<file path="config.mk">
export PLATFORM = sky130hd
export DESIGN_NAME = early_exit_mul
export DESIGN_NICKNAME = d
export VERILOG_FILES = /design/src/rtl/emul_pkg.sv /design/src/rtl/emul_decode.sv /design/src/rtl/emul_span.sv /design/src/rtl/emul_lane_mac.sv /design/src/rtl/early_exit_mul.sv
export SDC_FILE = /design/constraint.sdc
export NUM_CORES = 1
export LEC_CHECK = 0
export ABC_AREA = 1
export BUFFER_PORTS_ARGS = -buffer_cell sky130_fd_sc_hd__buf_2
export CORE_ASPECT_RATIO = 0.5
export CORE_UTILIZATION = 65
export CTS_BUF_LIST = sky130_fd_sc_hd__clkbuf_8 sky130_fd_sc_hd__clkbuf_16
export CTS_CLUSTER_SIZE = 25
export DETAILED_ROUTE_END_ITERATION = 6
export GPL_TIMING_DRIVEN = 0
export PLACE_DENSITY = 0.86
export SLEW_MARGIN = 10
export SYNTH_ARGS = -nofsm -noshare
export SYNTH_HDL_FRONTEND = slang
export SYNTH_SLANG_ARGS = --single-unit
</file>
<file path="constraint.sdc">
create_clock -name clk_i -period 20.4 [get_ports clk_i]
set_input_delay 0 -clock clk_i [delete_from_list [all_inputs] [get_ports clk_i]]
set_output_delay 0 -clock clk_i [all_outputs]
set_load 0.02 [all_outputs]
</file>
<file path="src/rtl/emul_pkg.sv">
package emul_pkg;
  localparam int INSN_W    = 16;
  localparam int REG_IDX_W = 3;
  localparam logic [INSN_W-1:0] MUL_MASK  = 16'hFFC0;
  localparam logic [INSN_W-1:0] MUL_MATCH = 16'h4340;

  typedef struct packed {
    logic                 legal;
    logic [REG_IDX_W-1:0] src;
    logic [REG_IDX_W-1:0] dst;
  } dec_t;
endpackage

</file>
<file path="src/rtl/emul_decode.sv">
module emul_decode
  import emul_pkg::*;
(
  input  logic [INSN_W-1:0] instr_i,
  output dec_t              dec_o
);
  always_comb begin
    dec_o.legal = (instr_i & MUL_MASK) == MUL_MATCH;
    dec_o.dst   = instr_i[REG_IDX_W-1:0];
    dec_o.src   = instr_i[2*REG_IDX_W-1:REG_IDX_W];
  end
endmodule

</file>
<file path="src/rtl/emul_span.sv">
// Number of lanes up to and including the highest non-zero one (min 1).
module emul_span #(
  parameter int DATA_W = 32,
  parameter int LANE_W = 8,
  localparam int LANES = DATA_W / LANE_W,
  localparam int CNT_W = $clog2(LANES + 1)
) (
  input  logic [DATA_W-1:0] value_i,
  output logic [CNT_W-1:0]  lanes_o
);
  logic [LANES-1:0] nz;

  for (genvar g = 0; g < LANES; g++) begin : g_nz
    assign nz[g] = |value_i[g*LANE_W +: LANE_W];
  end

  always_comb begin
    lanes_o = CNT_W'(1);
    for (int i = 1; i < LANES; i++) begin
      if (nz[i]) lanes_o = CNT_W'(i + 1);
    end
  end
endmodule

</file>
<file path="src/rtl/emul_lane_mac.sv">
// One step: acc + (mcand * lane_byte) << (lane * LANE_W), truncated.
module emul_lane_mac #(
  parameter int DATA_W = 32,
  parameter int LANE_W = 8,
  localparam int LANES  = DATA_W / LANE_W,
  localparam int LIDX_W = (LANES > 1) ? $clog2(LANES) : 1
) (
  input  logic [DATA_W-1:0] acc_i,
  input  logic [DATA_W-1:0] mcand_i,
  input  logic [DATA_W-1:0] mplier_i,
  input  logic [LIDX_W-1:0] lane_i,
  output logic [DATA_W-1:0] acc_o
);
  logic [LANE_W-1:0]        lane_val;
  logic [DATA_W+LANE_W-1:0] prod;
  logic [DATA_W-1:0]        partial;

  always_comb begin
    lane_val = LANE_W'(mplier_i >> (int'(lane_i) * LANE_W));
    prod     = mcand_i * {{DATA_W{1'b0}}, lane_val};
    partial  = DATA_W'(prod) << (int'(lane_i) * LANE_W);
    acc_o    = acc_i + partial;
  end
endmodule

</file>
<file path="src/rtl/early_exit_mul.sv">
module early_exit_mul
  import emul_pkg::*;
#(
  parameter int DATA_W = 32,
  parameter int LANE_W = 8
) (
  input  logic                 clk_i,
  input  logic                 rst_ni,
  input  logic                 start_i,
  output logic                 ready_o,
  input  logic [INSN_W-1:0]    instr_i,
  input  logic [DATA_W-1:0]    rd_val_i,
  input  logic [DATA_W-1:0]    rs_val_i,
  output logic [REG_IDX_W-1:0] src_idx_o,
  output logic [DATA_W-1:0]    result_o,
  output logic [REG_IDX_W-1:0] rd_idx_o,
  output logic                 busy_o,
  output logic                 done_o,
  output logic                 illegal_o
);
  localparam int LANES  = DATA_W / LANE_W;
  localparam int CNT_W  = $clog2(LANES + 1);
  localparam int LIDX_W = (LANES > 1) ? $clog2(LANES) : 1;

  dec_t                 dec;
  logic [CNT_W-1:0]     span;
  logic                 busy_q, done_q, illegal_q;
  logic [DATA_W-1:0]    acc_q, acc_next, mcand_q, mplier_q;
  logic [LIDX_W-1:0]    lane_q, last_q;
  logic [REG_IDX_W-1:0] rd_q;
  logic                 accept;

  emul_decode u_dec (
    .instr_i (instr_i),
    .dec_o   (dec)
  );

  emul_span #(.DATA_W(DATA_W), .LANE_W(LANE_W)) u_span (
    .value_i (rs_val_i),
    .lanes_o (span)
  );

  emul_lane_mac #(.DATA_W(DATA_W), .LANE_W(LANE_W)) u_mac (
    .acc_i    (acc_q),
    .mcand_i  (mcand_q),
    .mplier_i (mplier_q),
    .lane_i   (lane_q),
    .acc_o    (acc_next)
  );

  assign accept = start_i & ~busy_q;

  always_ff @(posedge clk_i or negedge rst_ni) begin
    if (!rst_ni) begin
      busy_q    <= 1'b0;
      done_q    <= 1'b0;
      illegal_q <= 1'b0;
      acc_q     <= '0;
      mcand_q   <= '0;
      mplier_q  <= '0;
      lane_q    <= '0;
      last_q    <= '0;
      rd_q      <= '0;
    end else begin
      done_q    <= 1'b0;
      illegal_q <= 1'b0;
      if (accept) begin
        if (dec.legal) begin
          busy_q   <= 1'b1;
          acc_q    <= '0;
          mcand_q  <= rd_val_i;
          mplier_q <= rs_val_i;
          lane_q   <= '0;
          last_q   <= LIDX_W'(span - CNT_W'(1));
          rd_q     <= dec.dst;
        end else begin
          illegal_q <= 1'b1;
        end
      end else if (busy_q) begin
        acc_q <= acc_next;
        if (lane_q == last_q) begin
          busy_q <= 1'b0;
          done_q <= 1'b1;
        end else begin
          lane_q <= lane_q + LIDX_W'(1);
        end
      end
    end
  end

  assign ready_o   = ~busy_q;
  assign busy_o    = busy_q;
  assign done_o    = done_q;
  assign illegal_o = illegal_q;
  assign result_o  = acc_q;
  assign rd_idx_o  = rd_q;
  assign src_idx_o = dec.src;
endmodule

</file>
== After elaboration in Yosys (flattened, before gate mapping) ==
Cells that the tools add are included.
Word-level totals
  bits in registers: 106
Operators by class
  add/subtract/negate cells: 3
  multipliers: 1
  equality and inequality tests: 4
  shifts and indexed selects: 2
  muxes and demuxes: 19
  bitwise logic cells: 2
  reduce and logical (&&, ||, !) cells: 7
Operators by type and width (number)
  two-way mux 32 bit: 3
  adder 32 bit: 1
  multiplier 32 x 8 -> 32 bit: 1
  left shift 32 x 5 -> 32 bit: 1
  right shift 32 x 5 -> 8 bit: 1
  OR reduction 8 bit: 3
  two-way mux 2 bit: 7
  equality test 10 x 9 -> 1 bit (second input constant): 1
  two-way mux 1 bit: 9
  != test 2 bit (second input constant): 2
  AND reduction 2 bit: 2
  AND reduction 3 bit: 1
  adder 2 x 1 -> 2 bit (second input constant): 1
  equality test 2 bit: 1
  nonzero test 2 bit: 1
  subtractor 2 x 1 -> 2 bit (second input constant): 1
  bitwise AND 1 bit: 1
  inverter 1 bit: 1

== Longest topological paths before layout ==
Gate-level depths: netlist of the first run.
  word-level depth: 6
  depth in mapped cells: 45
  gate-level depth less buffers: 43

== Modules after synthesis ==
From an unflattened synthesis of the first run, not the netlist that was laid out.
Unflattened totals
  cell total of the unflattened synthesis: 1826
  area total of the unflattened synthesis: 13424.1 µm²
Modules (own cells, without submodules)
  emul_lane_mac: instances 1, cells each 1323, area each 9105.0 µm², sequential area each 0.0 µm²
  early_exit_mul: instances 1, cells each 465, area each 4129.0 µm², sequential area each 2652.5 µm²
  emul_span: instances 1, cells each 24, area each 111.4 µm², sequential area each 0.0 µm²
  emul_decode: instances 1, cells each 14, area each 78.8 µm², sequential area each 0.0 µm²

== Worst setup path after synthesis of the first run ==
Ideal clock, no wire load.
  kind: reg-to-reg
  from: register lane_q[0]
  to: register acc_q[31], in the netlist result_o[31]
  setup time: 0.117 ns
  arrival: 6.411 ns
  required time: 20.283 ns
  slack: 13.871 ns
  cell stages (with the launch flop): 39
  buffers on the path: 3
  period minus slack after synthesis: 6.529 ns
  cell sequence: dfrtp_1 -> buf_6 -> buf_6 -> or2_1 -> nand3_2 -> nand2_2 -> clkinv_1 -> clkbuf_1 -> nor2_1 -> fa_1 -> fa_1 -> fa_1 -> inv_1 -> fa_1 -> inv_1 -> ha_1 -> inv_1 -> o21ai_0 -> [3 not listed] -> nor2_1 -> nor2_1 -> or2_2 -> nand2_1 -> nand2_1 -> a21oi_1 -> o22ai_1 -> ha_1 -> a21oi_1 -> o21ai_0 -> a221oi_1 -> nand2_1 -> nand2_1 -> nand2_1 -> inv_1 -> nand3_1 -> nand3_1 -> nand2_1
On the way
  longest elaborated chain between the ends: 6
RTL lines
  start: declaration: line early_exit_mul.sv:29  | logic [LIDX_W-1:0] lane_q, last_q;
  start signal: assignment: line early_exit_mul.sv:85  | lane_q <= lane_q + LIDX_W'(1);
  right shift 32 x 5 -> 8 bit: line emul_lane_mac.sv:19  | lane_val = LANE_W'(mplier_i >> (int'(lane_i) * LANE_W));
  multiplier 32 x 8 -> 32 bit: line emul_lane_mac.sv:20  | prod = mcand_i * {{DATA_W{1'b0}}, lane_val};
  left shift 32 x 5 -> 32 bit *: line emul_lane_mac.sv:21  | partial = DATA_W'(prod) << (int'(lane_i) * LANE_W);
  adder 32 bit *: line emul_lane_mac.sv:22  | acc_o = acc_i + partial;
  two-way mux 32 bit *: line early_exit_mul.sv:79  | end else if (busy_q) begin
  two-way mux 32 bit *: line early_exit_mul.sv:67  | if (accept) begin
  end signal: assignment: line early_exit_mul.sv:80  | acc_q <= acc_next;
  end: declaration: line early_exit_mul.sv:28  | logic [DATA_W-1:0] acc_q, acc_next, mcand_q, mplier_q;
Every way passes the cells marked *; elsewhere a longest branch is shown, timed or not. The select of a mux whose other input is x is not followed.
A chain may end at the register's enable or synchronous reset.

== Final worst setup path of the first run ==
  from: register lane_q[1]
  to: register acc_q[28], in the netlist result_o[28]
Same word-level chain as after synthesis.

==> results.json, run 1 <==
{
  "status": "completed",
  "met1_usage_pct": 57.5,
  "seqPwrFrac_pct": 26.7,
  "start_util_pct": 66.6,
  "grt_max_degree": 61,
  "yosysTopAreaCell": "fa_1",
  "power_frac_clock_pct": 22.4,
  "power_frac_comb_pct": 50.8,
  "synth_top_family_by_area": "adder cells",
  "synth_nets": 2065,
  "synth_mux_area_share_pct": 0.0867,
  "synth-async-reset-ratio_pct": 100,
  "final.period_utilization_pct": 42.2,
  "cp.required_ns": 20.68,
  "r2r-start": "lane_q[1]$_DFFE_PN0P_",
  "yosys_warnings": 0,
  "grt_usage_pct": 40.6,
  "grt_use_met2_pct": 61.9,
  "dieArea_um2": 20600,
  "finClkSkew_ns": 0.0159,
  "clk_pin_slew_ns": 0.09,
  "grt_busiest_layer": "met2",
  "regToRegSetupSlack_ns": 11.79,
  "viasPerCell": 5.78,
  "rsz0062_at_grt": "no",
  "cts_buffers": 9,
  "path_class": "flop to flop",
  "tns_ns": 0,
  "drive_gt1_share_pct": 9.84,
  "clk_latency_ns": 0.39,
  "p_int_uw": 459,
  "relSlewSlack_pct": 42.0,
  "swShare_pct": 44.6,
  "fp.dieW_um": 202,
  "wire_per_inst_um": 17.9,
  "hold_viol_final": 0,
  "yosys.area_share.simple_pct": 24.5,
  "crit_cells": 37,
  "clk_path_buf_depth": 2,
  "setup-violations-final": 0,
  "die_h_um": 102,
  "htree_num_levels": 3,
  "synth-edff-count": 0,
  "synth_fa_ha_area_share_pct": 31.3,
  "core_um2": 19500,
  "p_sw_uw": 370,
  "arrival_ns": 8.90,
  "crit_path_start_kind": "flop",
  "total_leakage_power_nw": 8.19,
  "gr-usage-met3_pct": 8.45,
  "whs_path_depth": 5,
  "ant_nets": 0,
  "synthXorXnorAreaFrac_pct": 1.48,
  "pin_count": 125,
  "via_count": 12900,
  "final_nets": 2270,
  "postCtsHoldBufs": 72,
  "numPortBuffers": 121,
  "timing.rr.end": "result_o[28]$_DFFE_PN0P_",
  "synthCells": 1751,
  "cts_sinks": 106,
  "cts_resized": 0,
  "worstRegToRegCells": 37,
  "yosysMostFrequentCell": "nand2_1",
  "path_delay_family": "adder cells",
  "worst-path-buf-inv": 9,
  "place_congestion": 0.994,
  "area_growth_pct": 15.3,
  "max_stage_delay_ns": 0.61,
  "grt_pass1_wl_mm": 63.7,
  "tightest_slew_ns": 0.870,
  "power_density_nw_per_um2": 55.3,
  "hp-start": "instr_i[14]",
  "cts_setup_buffers": 0,
  "hold_end": "last_q[1]$_DFFE_PN0P_",
  "vdd_drop_max_v": 0.0000524,
  "avgSynthCellArea_um2": 7.42,
  "cts_root_buffer": "clkbuf_16",
  "grt_overflow": 0,
  "rows": 36,
  "wirelength_mm": 39.9,
  "cts_tree": "yes",
  "first_iter_violations": 1358,
  "synth_common_cells": "nand2_1, inv_1, nor2_1, fa_1, o21ai_0",
  "syn_area_um2": 13000,
  "fmax_mhz": 116,
  "cp_slowest_cell": "clkbuf_1",
  "ys_top_cells_by_area": "fa_1, dfrtp_1, nand2_1, inv_1, ha_1",
  "drc": 0,
  "first_pass_iters": 6,
  "synth_compound_area_share_pct": 11.7,
  "place_ws_ns": 12.13,
  "antenna_found_initial": 2,
  "cp_max_fo": 10,
  "slew_violations": 0,
  "worstHoldPathType": "input pin to flop",
  "fin_crit_ns": 8.61,
  "ys_ff_latch": 106,
  "synth_flop_cell": "dfrtp_1",
  "grt_pass1_vias": 12400,
  "drv_cap": 0,
  "synth_top_area_share_pct": 24.2,
  "seq_area_frac_synth_pct": 20.4,
  "critPathCaptureType": "flop",
  "hpwlAfterDp_mm": 30.0,
  "yosysUniqueCellTypes": 53,
  "setup_slack_ns": 11.79
}
-- power by group through the flow --
| stage | clock (mW) | combinational [mW] | sequential, mW |
|---|---|---|---|
| global placement | 0 | 0.384 | 0.225 |
| global route | 0.193 | 0.469 | 0.222 |
| CTS | 0.185 | 0.409 | 0.221 |
| finish | 0.186 | 0.422 | 0.222 |
| detailed placement | 0 | 0.391 | 0.225 |
| floorplan | 0 | 0.277 | 0.227 |
-- worst register-to-register path: cells and delay by family (launching register included) --
kind,cells,cell delay [ns]
AOI/OAI and AO/OA,5,0.86
xor gates and xnor gates,1,0.32
adders and majority gates,6,2.86
buffers and inverters,9,1.72
DFF,1,0.41
and+or+nand+nor,16,2.33
-- stage by stage --
stage          power [mW]  hold WS [ns]  cells  cell area (µm²)  util [%]
4_1_cts             0.815        0.0282   2227            15000      76.8
3_3_place_gp        0.609         0.195   2138            13900      71.4
5_1_grt             0.884        0.0811   2229            15000      76.8
2_1_floorplan       0.505        -0.296   1751            13000         -
6_report            0.829        0.0266   2229            15000      76.8
3_5_place_dp        0.616       -0.0476   2139            14000      71.6
-- layer usage --
metal | up-vias | routed length (µm)
li1 | 5883 | -
met1 | 6111 | 16500
met2 | 777 | 17200
met3 | 118 | 4840
met4 | 0 | 1310
met5 | - | 0
-- cell families after synthesis --
family	count (synthesis)
AO/OA/AOI/OAI	269
XOR/XNOR	22
adder cells (fa/ha/maj)	231
buffers and inverters	351
flip-flops	106
multiplexers	1
AND/OR/NAND/NOR	771
-- registers in the layout, indices dropped and copies added (netlist names) --
name,flops
busy_o,1
result_o,32
last_q,2
rd_idx_o,3
mplier_q,32
done_o,1
lane_q,2
illegal_o,1
mcand_q,32
-- worst max-delay path by stage --
| stage | from | end |
|---|---|---|
| finish | lane_q[1]$_DFFE_PN0P_ | result_o[28]$_DFFE_PN0P_ |
| floorplan | lane_q[0]$_DFFE_PN0P_ | result_o[31]$_DFFE_PN0P_ |
| global route | lane_q[1]$_DFFE_PN0P_ | result_o[28]$_DFFE_PN0P_ |
| global placement | lane_q[0]$_DFFE_PN0P_ | result_o[28]$_DFFE_PN0P_ |
| CTS | lane_q[1]$_DFFE_PN0P_ | result_o[28]$_DFFE_PN0P_ |
| detailed placement | lane_q[1]$_DFFE_PN0P_ | result_o[28]$_DFFE_PN0P_ |
-- layout by cell type, fill, tap and decap left out, types with 3 or more instances in the layout --
cell type      instances
nand2_1              398
inv_1                282
nor2_1               236
fa_1                 157
buf_2                126
o21ai_0              125
dfrtp_1              106
a21oi_1               84
ha_1                  74
dlygate4sd3_1         72
nand3_1               62
clkbuf_1              24
xor2_1                16
nor3_1                16
clkinv_1              15
buf_1                 12
nor4_1                11
nand2_2               10
or2_2                 10
a21o_1                10
o21bai_1               9
clkbuf_16              9
nand4_1                8
o211ai_1               6
xnor2_1                6
a31oi_1                6
buf_4                  5
nor2_2                 5
o31ai_1                5
buf_6                  4
nand3_2                4
inv_2                  3
a221oi_1               3
a22oi_1                3
o221ai_1               3
-- final cells by class --
cell class                 instances  area (µm²)
inverter                         301        1130
sequential                       106        2650
tap                              266         333
clock buffer                      11         253
antenna                            2        5.00
clock inverter                     5        43.8
timing repair buffer             194        1360
multi-input combinational       1294        8970
buffer                            50         236
fill                            1490        4520
Power figures use the tool's default switching activity.
==> inputs of run 2 (changes only) <==
Settings changed: CORE_UTILIZATION 65 to 56, PLACE_DENSITY 0.86 to 0.79.
Clock period 20.4 ns to 6.92 ns, I/O delays scaled along.
==> run 2 against run 1 <==
Cell area increased by 11%. Highest routed layer unchanged. The run now ends with setup timing left. Worst hold slack worse by 0.0034 ns. Combinational power rose to 3.8 times the previous value. Core utilization decreased by 1.9 points. Clock skew shrank 0.0062 ns. Total power grew to 3.4 times the previous value. Sequential share of layout area is 1.8 points lower. Routed wire length rose by 7.0%.
==> results.json, run 2 (synthesized netlist as in run 1, its figures left out) <==
{
  "viasPerCell": 5.73,
  "path_class": "flop to flop",
  "fp.dieW_um": 217,
  "tns_ns": -0.299,
  "ant_nets": 0,
  "max_stage_delay_ns": 0.55,
  "drive_gt1_share_pct": 21.1,
  "p_int_mw": 1.57,
  "path_delay_family": "adder cells",
  "clk_pin_slew_ns": 0.08,
  "wirelength_mm": 42.7,
  "cp_slowest_cell": "fa_1",
  "antenna_found_initial": 0,
  "core_um2": 22200,
  "violations": "setup timing",
  "fin_crit_ns": 7.02,
  "timing.rr.end": "result_o[31]$_DFFE_PN0P_",
  "seqPwrFrac_pct": 23.1,
  "drv_cap": 0,
  "cp_max_fo": 8,
  "post_dp_cell_area_um2": 14000,
  "cts_root_buffer": "clkbuf_16",
  "dieArea_um2": 23900,
  "grt_max_degree": 85,
  "multi_input_area_um2": 9980,
  "p_sw_mw": 1.27,
  "power_frac_clock_pct": 20.6,
  "total_power_mw": 2.84,
  "hpwlAfterDp_mm": 30.0,
  "layout_common_cells": "nand2_1, inv_1, nor2_1",
  "finClkSkew_ns": 0.00970,
  "start_util_pct": 58.5,
  "rows": 38,
  "worstRegToRegCells": 40,
  "cts_tree": "yes",
  "power_density_nw_per_um2": 171,
  "whs_path_depth": 4,
  "grt_pass1_vias": 12700,
  "r2r-start": "lane_q[0]$_DFFE_PN0P_",
  "worstHoldPathType": "input pin to flop",
  "hold_end": "last_q[1]$_DFFE_PN0P_",
  "total_leakage_power_nw": 8.69,
  "critPathCaptureType": "flop",
  "post-route-util_pct": 75.0,
  "via_count": 13200,
  "clk_path_buf_depth": 2,
  "grt_overflow": 0,
  "worst-path-buf-inv": 9,
  "grt_usage_pct": 36.1,
  "hold_viol_final": 0,
  "place_ws_ns": -1.35,
  "regToRegSetupSlack_ns": -0.1,
  "setup-violations-final": 4,
  "rsz0062_at_grt": "yes",
  "clk_latency_ns": 0.39,
  "n_fill_cell": 1568,
  "swShare_pct": 44.7,
  "final.period_utilization_pct": 101,
  "numPortBuffers": 121,
  "vdd_drop_max_v": 0.000150,
  "die_h_um": 110,
  "cts_buffers": 9,
  "htree_num_levels": 3,
  "arrival_ns": 7.30,
  "setup_slack_ns": -0.0991,
  "area_growth_pct": 28.1,
  "fin_area_um2": 16600,
  "tightest_slew_ns": 0.693,
  "drc": 0,
  "relSlewSlack_pct": 53.8,
  "pin_count": 125,
  "regArea_um2": 2650,
  "slew_violations": 0,
  "power_frac_comb_pct": 56.3,
  "n_antenna_cell": 0,
  "wire_per_inst_um": 18.5,
  "status": "finished with violations",
  "crit_path_start_kind": "flop",
  "first_pass_iters": 6,
  "place_congestion": 0.986,
  "layout_commonest_cell": "nand2_1",
  "fmax_mhz": 142,
  "grt_pass1_wl_mm": 65.8,
  "cp.required_ns": 7.20,
  "hp-start": "instr_i[14]",
  "first_iter_violations": 1581,
  "cts_sinks": 106,
  "path_common_cell": "nand2_1",
  "final_nets": 2320
}
-- run 2: what timing repair did --
action / CTS / global route
gates cloned: 0 / 1
hold buffers: 73 / 0
setup buffers: 26 / 23
resized for setup: 133 / 162
pin swaps: 36 / 68
setup endpoints to repair: 20 / 17
hold endpoints to repair: 176 / 0
-- run 2: worst max path at each step --
stage	start	endpoint	cells after the start
finish	lane_q[0]$_DFFE_PN0P_	result_o[31]$_DFFE_PN0P_	40
global route	lane_q[0]$_DFFE_PN0P_	result_o[31]$_DFFE_PN0P_	38
CTS	lane_q[0]$_DFFE_PN0P_	result_o[28]$_DFFE_PN0P_	38
detailed placement	lane_q[1]$_DFFE_PN0P_	result_o[28]$_DFFE_PN0P_	39
global placement	lane_q[1]$_DFFE_PN0P_	result_o[28]$_DFFE_PN0P_	39
floorplan	lane_q[0]$_DFFE_PN0P_	result_o[31]$_DFFE_PN0P_	38
-- run 2: area by class of cell --
type / instances / share of cell area (%)
inverters: 301 / 7.14
plain buffers: 49 / 2.19
clock inverters: 6 / 0.474
multi-input cells: 1294 / 59.9
flip-flops and latches: 106 / 15.9
repair buffers: 245 / 10.6
clock buffers: 10 / 1.44
well taps: 300 / 2.26
-- run 2: metrics by stage --
stage          hold slack [ns]  instances
4_1_cts                0.00333       2287
3_5_place_dp            -0.125       2173
5_1_grt                 0.0369       2311
6_report                0.0232       2311
2_1_floorplan           -0.296       1751
3_3_place_gp             0.193       2172
-- run 2: power groups by stage --
stage / combinational [mW] / sequential (mW) / clock [mW]
2_1_floorplan: 0.818 / 0.670 / 0
3_3_place_gp: 1.14 / 0.664 / 0
3_5_place_dp: 1.15 / 0.664 / 0
4_1_cts: 1.33 / 0.653 / 0.595
5_1_grt: 1.74 / 0.656 / 0.611
6_report: 1.60 / 0.655 / 0.585
-- run 2: metal layers --
| layer | vias to the layer above | wire length, µm | track usage [%] |
|---|---|---|---|
| li1 | 5974 | - | - |
| met1 | 6319 | 17900 | 51.0 |
| met2 | 813 | 18800 | 55.2 |
| met3 | 139 | 4480 | 8.05 |
| met4 | 0 | 1450 | 11.9 |
| met5 | - | 0 | 0 |
-- run 2: tightest hold or removal path: stages --
cell	delay [ns]
buf_2	0.09
inv_1	0.06
nor4_1	0.08
o21ai_0	0.13
